**config.mk**
```make
export PLATFORM = sky130hd
export DESIGN_NAME = intr_delay_timers
export DESIGN_NICKNAME = d
export VERILOG_FILES = /design/src/rtl/imd_pkg.sv /design/src/rtl/imd_prescaler.sv /design/src/rtl/imd_timer.sv /design/src/rtl/imd_dir.sv /design/src/rtl/intr_delay_timers.sv
export SDC_FILE = /design/constraint.sdc
export NUM_CORES = 1
export LEC_CHECK = 0
export BUFFER_PORTS_ARGS = -buffer_cell sky130_fd_sc_hd__buf_2
export CAP_MARGIN = 20
export CORE_MARGIN = 2
export CORE_UTILIZATION = 55
export DETAILED_ROUTE_END_ITERATION = 16
export GPL_ROUTABILITY_DRIVEN = 0
export PLACE_DENSITY = 0.91
export SYNTH_ARGS = -nofsm -noshare
export SYNTH_HDL_FRONTEND = slang
export SYNTH_SLANG_ARGS = --single-unit
```
**constraint.sdc**
```tcl
create_clock -name clk -period 2.4 [get_ports clk]
set_input_delay 0.12 -clock clk [delete_from_list [all_inputs] [get_ports clk]]
set_output_delay 0.12 -clock clk [all_outputs]
set_load 0.05 [all_outputs]
```
**src/rtl/imd_pkg.sv**
```systemverilog
package imd_pkg;

    localparam int TMR_W = 16;

    typedef enum logic [1:0] {
        DMT_HALF    = 2'd0,
        DMT_QUARTER = 2'd1,
        DMT_EIGHTH  = 2'd2,
        DMT_OFF     = 2'd3
    } dmt_sel_e;

    typedef struct packed {
        logic rxt;
        logic txdw;
        logic srpd;
        logic rxdmt;
    } cause_t;

    // true when remaining descriptors fall to or below the selected fraction
    function automatic logic ring_short(input dmt_sel_e sel,
                                        input logic [31:0] left,
                                        input logic [31:0] len);
        logic [35:0] scaled;
        scaled = {4'd0, left} << (32'(sel) + 1);
        if (sel == DMT_OFF) return 1'b0;
        return scaled <= {4'd0, len};
    endfunction

endpackage

```
**src/rtl/imd_prescaler.sv**
```systemverilog
module imd_prescaler #(
    parameter int DIV = 256
) (
    input  logic clk,
    input  logic rst,
    output logic tick
);
    localparam int CW = (DIV > 2) ? $clog2(DIV) : 1;

    logic [CW-1:0] cnt;

    assign tick = (cnt == CW'(DIV - 1));

    always_ff @(posedge clk) begin
        if (rst)       cnt <= '0;
        else if (tick) cnt <= '0;
        else           cnt <= cnt + CW'(1);
    end

    // a tick never repeats on the following cycle
    p_tick_gap_r8: assert property (@(posedge clk) disable iff (rst)
        tick |=> !tick)
        else $error("prescaler ticked on consecutive cycles");

endmodule

```
**src/rtl/imd_timer.sv**
```systemverilog
module imd_timer #(
    parameter int W       = 16,
    parameter bit RESTART = 1'b1
) (
    input  logic         clk,
    input  logic         rst,
    input  logic         tick,
    input  logic         start,
    input  logic [W-1:0] load_val,
    input  logic         cancel,
    output logic         running,
    output logic         expire
);
    logic [W-1:0] cnt;
    logic         take;

    assign take   = start && (RESTART || !running);
    assign expire = running && tick && (cnt == W'(1)) && !take && !cancel;

    always_ff @(posedge clk) begin
        if (rst) begin
            running <= 1'b0;
            cnt     <= '0;
        end else if (take) begin
            running <= 1'b1;
            cnt     <= load_val;
        end else if (cancel) begin
            running <= 1'b0;
        end else if (running && tick) begin
            if (cnt == W'(1)) running <= 1'b0;
            cnt <= cnt - W'(1);
        end
    end

    // a restartable timer always takes the new count
    p_load_r1: assert property (@(posedge clk) disable iff (rst)
        (RESTART && start) |=> (running && cnt == $past(load_val)))
        else $error("packet timer did not reload");

    // a running absolute timer keeps its count across a new start
    p_hold_r2: assert property (@(posedge clk) disable iff (rst)
        (!RESTART && start && running && !tick && !cancel) |=> (cnt == $past(cnt)))
        else $error("absolute timer restarted");

    // cancel leaves the timer idle
    p_stop_r7: assert property (@(posedge clk) disable iff (rst)
        (cancel && !start) |=> !running)
        else $error("timer survived cancel");

endmodule

```
**src/rtl/imd_dir.sv**
```systemverilog
module imd_dir #(
    parameter int W = 16
) (
    input  logic         clk,
    input  logic         rst,
    input  logic         tick,
    input  logic         arm,
    input  logic [W-1:0] pkt_val,
    input  logic [W-1:0] abs_val,
    input  logic         cancel,
    output logic         cause
);
    logic pkt_start, abs_start;
    logic pkt_run, abs_run, pkt_exp, abs_exp;

    assign pkt_start = arm && (pkt_val != '0);
    assign abs_start = pkt_start && (abs_val != '0);

    imd_timer #(.W(W), .RESTART(1'b1)) u_pkt (
        .clk(clk), .rst(rst), .tick(tick), .start(pkt_start),
        .load_val(pkt_val), .cancel(cancel),
        .running(pkt_run), .expire(pkt_exp)
    );

    imd_timer #(.W(W), .RESTART(1'b0)) u_abs (
        .clk(clk), .rst(rst), .tick(tick), .start(abs_start),
        .load_val(abs_val), .cancel(cancel),
        .running(abs_run), .expire(abs_exp)
    );

    assign cause = pkt_exp || abs_exp || (cancel && (pkt_run || abs_run));

    // the absolute timer never runs without the packet timer having been armed
    p_abs_needs_pkt_r9: assert property (@(posedge clk) disable iff (rst)
        $rose(abs_run) |-> $past(pkt_start))
        else $error("absolute timer started without packet delay");

endmodule

```
**src/rtl/intr_delay_timers.sv**
```systemverilog
module intr_delay_timers
    import imd_pkg::*;
#(
    parameter int TICK_DIV = 256,
    parameter int LEN_W    = 16,
    parameter int RING_W   = 16
) (
    input  logic              clk,
    input  logic              rst,
    input  logic              rx_done,
    input  logic [LEN_W-1:0]  rx_len,
    input  logic [TMR_W-1:0]  rx_pkt_delay,
    input  logic [TMR_W-1:0]  rx_abs_delay,
    input  logic [LEN_W-1:0]  small_thresh,
    input  logic [1:0]        dmt_sel,
    input  logic [RING_W-1:0] ring_len,
    input  logic [RING_W-1:0] desc_left,
    input  logic              tx_done,
    input  logic              tx_ide,
    input  logic [TMR_W-1:0]  tx_pkt_delay,
    input  logic [TMR_W-1:0]  tx_abs_delay,
    input  logic              rd_flush,
    input  logic              irq_assert,
    output logic              cause_rxt,
    output logic              cause_txdw,
    output logic              cause_srpd,
    output logic              cause_rxdmt,
    output logic              flush_clear
);
    logic   tick;
    logic   rx_cause, tx_cause;
    cause_t nxt, q;
    logic   flush_q;

    imd_prescaler #(.DIV(TICK_DIV)) u_tick (
        .clk(clk), .rst(rst), .tick(tick)
    );

    imd_dir #(.W(TMR_W)) u_rx (
        .clk(clk), .rst(rst), .tick(tick), .arm(rx_done),
        .pkt_val(rx_pkt_delay), .abs_val(rx_abs_delay),
        .cancel(irq_assert), .cause(rx_cause)
    );

    imd_dir #(.W(TMR_W)) u_tx (
        .clk(clk), .rst(rst), .tick(tick), .arm(tx_done && tx_ide),
        .pkt_val(tx_pkt_delay), .abs_val(tx_abs_delay),
        .cancel(irq_assert), .cause(tx_cause)
    );

    always_comb begin
        nxt       = '0;
        nxt.rxt   = rx_cause || rd_flush;
        nxt.txdw  = tx_cause;
        nxt.srpd  = rx_done && (rx_len <= small_thresh);
        nxt.rxdmt = rx_done && ring_short(dmt_sel_e'(dmt_sel),
                                          32'(desc_left), 32'(ring_len));
    end

    always_ff @(posedge clk) begin
        if (rst) begin
            q       <= '0;
            flush_q <= 1'b0;
        end else begin
            q       <= nxt;
            flush_q <= rd_flush;
        end
    end

    assign cause_rxt   = q.rxt;
    assign cause_txdw  = q.txdw;
    assign cause_srpd  = q.srpd;
    assign cause_rxdmt = q.rxdmt;
    assign flush_clear = flush_q;

    // the small-packet cause only follows a receive completion
    p_srpd_src_r4: assert property (@(posedge clk) disable iff (rst)
        cause_srpd |-> $past(rx_done))
        else $error("small-packet cause without completion");

    // the shortage cause needs a completion and an enabled select
    p_dmt_src_r5: assert property (@(posedge clk) disable iff (rst)
        cause_rxdmt |-> ($past(rx_done) && $past(dmt_sel) != 2'd3))
        else $error("shortage cause raised while disabled");

    // a flush read yields both the cause and the clear strobe
    p_flush_r6: assert property (@(posedge clk) disable iff (rst)
        rd_flush |=> (cause_rxt && flush_clear))
        else $error("flush read lost");

endmodule

```
== Word level (Yosys, flattened, before mapping) ==
Index checks and enable logic that the tools add are counted.

* Reductions and logical operators: 66
* $add $sub $neg: 6
* Equal/unequal tests: 10
* Mux-type cells: 31
* Magnitude comparators: 2
* Shift-type cells: 1

{| class="wikitable"
|+ Operators by type and width
! kind !! count
|-
| $mux 16 || 12
|-
| $eq 16x1->1 const B || 4
|-
| $reduce_bool 16->1 || 4
|-
| $sub 16x1->16 const B || 4
|-
| $le 36x16->1 || 1
|-
| $shl 16x3->36 || 1
|-
| $logic_and 1x1->1 || 27
|-
| $reduce_bool 3->1 || 8
|-
| $mux 1 || 19
|-
| $le 16x16->1 || 1
|-
| $reduce_and 2->1 || 8
|-
| $add 8x1->8 const B || 1
|-
| $eq 8x8->1 const B || 1
|-
| $ne 2x1->1 const B || 4
|-
| $reduce_bool 2->1 || 4
|-
| $logic_not 1->1 || 7
|-
| $logic_or 1x1->1 || 7
|-
| $add 2x1->3 const B || 1
|-
| $eq 2x2->1 const B || 1
|-
| $reduce_or 2->1 || 1
|}

* Bits of input ports: 137
* Logic and storage cells: 130
* Output and inout bits: 5
* Register bits after elaboration: 81

== Depth between registers and ports, before layout ==
* Word-level depth: 10
* Mapped depth: 13
* Gate-level depth less buffers: 12

== Cells and area by module ==
A second synthesis with hierarchy kept.

* Cells, all modules: 726
* Area, all modules: 5845.6 um2

{| class="wikitable"
|+ Modules (own cells, without submodules)
! module !! cells each !! seq. area each (um2) !! area an instance (um2) !! times used
|-
| imd_timer (u_rx.u_pkt ...) || 113 || 340.3 || 954.7 || 2
|-
| intr_delay_timers || 196 || 100.1 || 1427.6 || 1
|-
| imd_timer (u_tx.u_abs) || 118 || 340.3 || 1016.0 || 1
|-
| imd_timer (u_rx.u_abs) || 118 || 340.3 || 982.2 || 1
|-
| imd_prescaler || 38 || 160.2 || 335.3 || 1
|-
| imd_dir || 15 || 0.0 || 87.6 || 2
|}

== Worst setup path before layout ==
OpenSTA, ideal clock, no wires.

* Path type: input to register
* From: input port dmt_sel[0]
* To: register q (netlist bit cause_rxdmt)
* Setup slack: 0.182 ns
* Data arrival time: 2.148 ns
* Stages: 12
* Required time: 2.330 ns
* Setup time: 0.070 ns
* Path buffers: 2
* Cells stage by stage: clkbuf_1 buf_2 mux2i_1 nand2_1 o21ai_0 mux2i_1 ha_1 a21o_1 a21o_1 a21oi_1 nand4_1 a21oi_1

* Longest elaborated chain between the ends: 5
* Elaborated cells between the ends (all ways): 7
* Those cells by class: add/sub (1); order compare (1); eq/ne (1); shift (1); mux (2); reduce/logical (1)

{| class="wikitable"
|+ RTL lines
! element !! RTL line !! RTL
|-
| start, declared || intr_delay_timers.sv:15 || <nowiki>input logic [1:0] dmt_sel,</nowiki>
|-
| $add 2x1->3 || imd_pkg.sv:24 || <nowiki>scaled = {4'd0, left} << (32'(sel) + 1);</nowiki>
|-
| $shl 16x3->36 || imd_pkg.sv:24 ||
|-
| $le 36x16->1 || imd_pkg.sv:26 || <nowiki>return scaled <= {4'd0, len};</nowiki>
|-
| $mux 1 (*) || imd_pkg.sv:26 ||
|-
| $logic_and 1x1->1 (*) || intr_delay_timers.sv:56 || <nowiki>nxt.rxdmt = rx_done && ring_short(dmt_sel_e'(dmt_sel),</nowiki>
|-
| end signal, assigned || intr_delay_timers.sv:65 || <nowiki>q <= nxt;</nowiki>
|-
| end, declared || intr_delay_timers.sv:32 || <nowiki>cause_t nxt, q;</nowiki>
|}

Every way passes the cells marked *; elsewhere a longest branch is shown, timed or not.
A chain may end at the register's enable or synchronous reset.

== Worst setup path in the final report ==
* From: register u_tick.cnt[0]
* To: register u_tx.u_abs.cnt[15]

* Longest elaborated chain between the ends: 4

{| class="wikitable"
|+ RTL lines
! element !! RTL line !! RTL
|-
| start, declared || imd_prescaler.sv:10 || <nowiki>logic [CW-1:0] cnt;</nowiki>
|-
| start signal, assigned || imd_prescaler.sv:17 || <nowiki>else cnt <= cnt + CW'(1);</nowiki>
|-
| $eq 8x8->1 || imd_prescaler.sv:12 || <nowiki>assign tick = (cnt == CW'(DIV - 1));</nowiki>
|-
| $logic_and 1x1->1 || imd_timer.sv:29 || <nowiki>end else if (running && tick) begin</nowiki>
|-
| $reduce_bool 2->1 (no line) || n/a ||
|-
| $reduce_and 2->1 (no line) || n/a ||
|-
| end signal, assigned || imd_timer.sv:26 || <nowiki>cnt <= load_val;</nowiki>
|-
| end signal, assigned || imd_timer.sv:31 || <nowiki>cnt <= cnt - W'(1);</nowiki>
|-
| end, declared || imd_timer.sv:14 || <nowiki>logic [W-1:0] cnt;</nowiki>
|}

No other way between the ends.

==> flow_summary.toml <==
[clocking]
cts_resized = 0
h-tree-depth = 3
path_clk_slew_ns = 0.08
cts_tree = "built"
worstSkewPairLatency_ns = 0.36
ctsRootBufferMaster = "clkbuf_8"
cts_sinks = 81
cts_hold_buf = 0
cts.path.max_buffers = 2
cts-buffers-inserted = 9
postCtsSetupRepairBufs = 0

[logic_synthesis]
avgSynthCellArea_sq_um = 8.13
ys_seq_area_share_pct = 27.9
synth.top_cells.by_area = "dfxtp_1 28%, ha_1 9.0%, nor2_1 6.0%"
synthArstFlopShare_pct = 0
yosys_most_used_dff = "dfxtp_1"
yosys_warnings = 0
yosysTopAreaCell = "dfxtp_1"
syn_area_sq_um = 5820
synth_cell_type_count = 74
ys_seq_elements = 81
syn_inst = 716
synth.most_common_cell = "nor2_1"
synth-edff-count = 0
synth_fp_nets = 895
synthTopCellsByCount = "93 x nor2_1, 81 x dfxtp_1, 43 x a21oi_1, 42 x ha_1, 42 x inv_1"
synth_top_area_share_pct = 27.9

[worst_setup_path]
path_max_fanout = 5
critPathBufInv = 0
cp_top_family = "simple AND/OR/NAND/NOR gates"
required_ns = 2.64
max_stage_delay_ns = 0.38
critPathLaunchType = "register"
endpoint_kind = "register"
crit_cells = 6
cpMaxStageDelayCell = "dfxtp_1"
critical_path_arrival_ns = 2.40
path_class = "reg2reg"
crit_chain = "ha_1, nand4_1, nor2_1, and3_1, a211oi_1, a2111oi_0"
ff2ff_path_depth = 6

[grt]
grt_start_max_net_pins = 56
grt.overflow.total = 0
grt_pass1_vias = 5621
track_usage_pct = 26.2
antenna_found_initial = 0
grt_pass1_wl_um = 24900

[final_layout]
syn2layout_area_growth_pct = 19.0
nNetsFinal = 1033
stdcell_count = 995
diodes = 0
nFillCells = 872
drive_gt1_share_pct = 24.7

[die]
die_area_sq_um = 11400
fp-row-count = 37
dieWidth_um = 107
die_h_um = 107
core_sq_um = 10300
initial_core_util_pct = 56.6
ioPinCount = 142

[power_and_ir_drop]
p_leak_nw = 2.96
p_clk_share_pct = 31.5
switching_share_pct = 30.2
seq_power_share_pct = 43.2
combPwrFrac_pct = 25.3
ir_worst_vdd_uv = 279
internal_power_w = 0.00245
p_switching_w = 0.00106
cellPowerDensity_nw_per_um2 = 507

[sta]
timing.final.crit_share_pct = 90.0
min_period_ns = 2.16
worst_pin_slew_ns = 0.740
fmax_mhz = 463
finalHoldViolCount = 0
drv_slew = 0
max-slew-margin-rel_pct = 50.7
finalSetupViolCount = 0
rsz0062_at_grt = "no"
skew_ns = 0.0125
tns_ns = 0

[drt]
drc = 0
dr.first_iter.drc_count = 450
wirelength_um = 14900
num_vias = 5947
ant_nets = 0
avgViaCountPerCell = 5.98
post_drt_wl_per_cell_um = 15.0
drt-pass1-iter-count = 5

[place]
io_buffers = 141
place_inst = 979
hpwl_um = 11300

[job]
drv_cap = 0

[hold_path]
hp-class = "in2reg"
min_delay_path_depth = 2

[run_status]
outcome = "finished, final reports clean"
cells in the final DEF (no fill, tap or decap), types with 19 or more instances in the layout:
cell / instances
buf_2: 141
nor2_1: 93
dfxtp_1: 81
a21oi_1: 43
inv_1: 42
ha_1: 42
nand2_1: 34
nor3_1: 32
a211oi_1: 32
nor4_1: 27
nand3_1: 24
xnor2_1: 19
buf_4: 19
final cells by class:
type / count / area, sq um / share of cell area, %
clock inverter: 5 / 78.8 / 1.14
tap: 136 / 170 / 2.46
sequential: 81 / 1620 / 23.4
clock buffer: 11 / 141 / 2.04
multi-input combinational: 558 / 3870 / 55.8
inverter: 42 / 158 / 2.28
timing repair buffer: 162 / 888 / 12.8
cell families (layout without fill, tap and decap cells):
group / Yosys count / count (layout) / synth area share (%)
DFF: 81 / 81 / 27.9
AOI/OAI and AO/OA: 155 / 155 / 19.4
muxes: 26 / 26 / 4.67
buffers and inverters: 77 / 220 / 5.70
adders and majority gates: 42 / 42 / 9.03
and+or+nand+nor: 300 / 300 / 28.1
xor gates and xnor gates: 35 / 35 / 5.27
per-layer routing:
layer  routed length, um  vias to the layer above  GRT usage, %  part of all wire [%]
met3                 901                       13          4.01                   6.1
li1                    -                     2951             -                     -
met5                   0                        -             0                     0
met1                6430                     2771          33.9                    43
met2                7390                      212          45.2                    50
met4                 161                        0          7.42                   1.1
flip-flops by register name (all words and copies together) (netlist names):
register / count
u_rx.u_pkt.running: 1
u_tx.u_pkt.running: 1
cause_rxdmt: 1
u_rx.u_abs.running: 1
cause_rxt: 1
u_tick.cnt: 8
flush_clear: 1
u_tx.u_pkt.cnt: 16
u_rx.u_abs.cnt: 16
u_rx.u_pkt.cnt: 16
u_tx.u_abs.cnt: 16
u_tx.u_abs.running: 1
cause_srpd: 1
cause_txdw: 1
final timing paths:
path                                  start  slack, ns                               to
max reg2reg        u_tick.cnt[0]$_SDFF_PP0_       0.24  u_tx.u_abs.cnt[15]$_SDFFE_PP0P_
min reg2reg  u_tx.u_abs.cnt[1]$_SDFFE_PP0P_       0.50   u_tx.u_abs.cnt[1]$_SDFFE_PP0P_
max                u_tick.cnt[0]$_SDFF_PP0_       0.24  u_tx.u_abs.cnt[15]$_SDFFE_PP0P_
min                                rd_flush       0.03           flush_clear$_SDFF_PP0_
per-stage QoR:
stage	util (%)	hold slack (ns)	instance area (sq um)	total power (W)	setup slack (ns)
after floorplan	-	0.248	5820	0.00212	0.182
after global placement	65.2	0.387	6700	0.00238	0.184
after detailed placement	65.2	0.392	6700	0.00242	0.0824
after CTS	67.4	0.0217	6920	0.00351	0.233
after global routing	67.4	0.0253	6920	0.00370	0.0170
final	67.4	0.0334	6920	0.00351	0.240
power groups by stage:
stage	sequential [W]	combinational, W	clock, W
2_1_floorplan	0.00154	0.000581	0
3_3_place_gp	0.00154	0.000843	0
3_5_place_dp	0.00154	0.000874	0
4_1_cts	0.00151	0.000880	0.00112
5_1_grt	0.00153	0.000992	0.00118
6_report	0.00152	0.000888	0.00111
(Power assumes the default switching activity.)
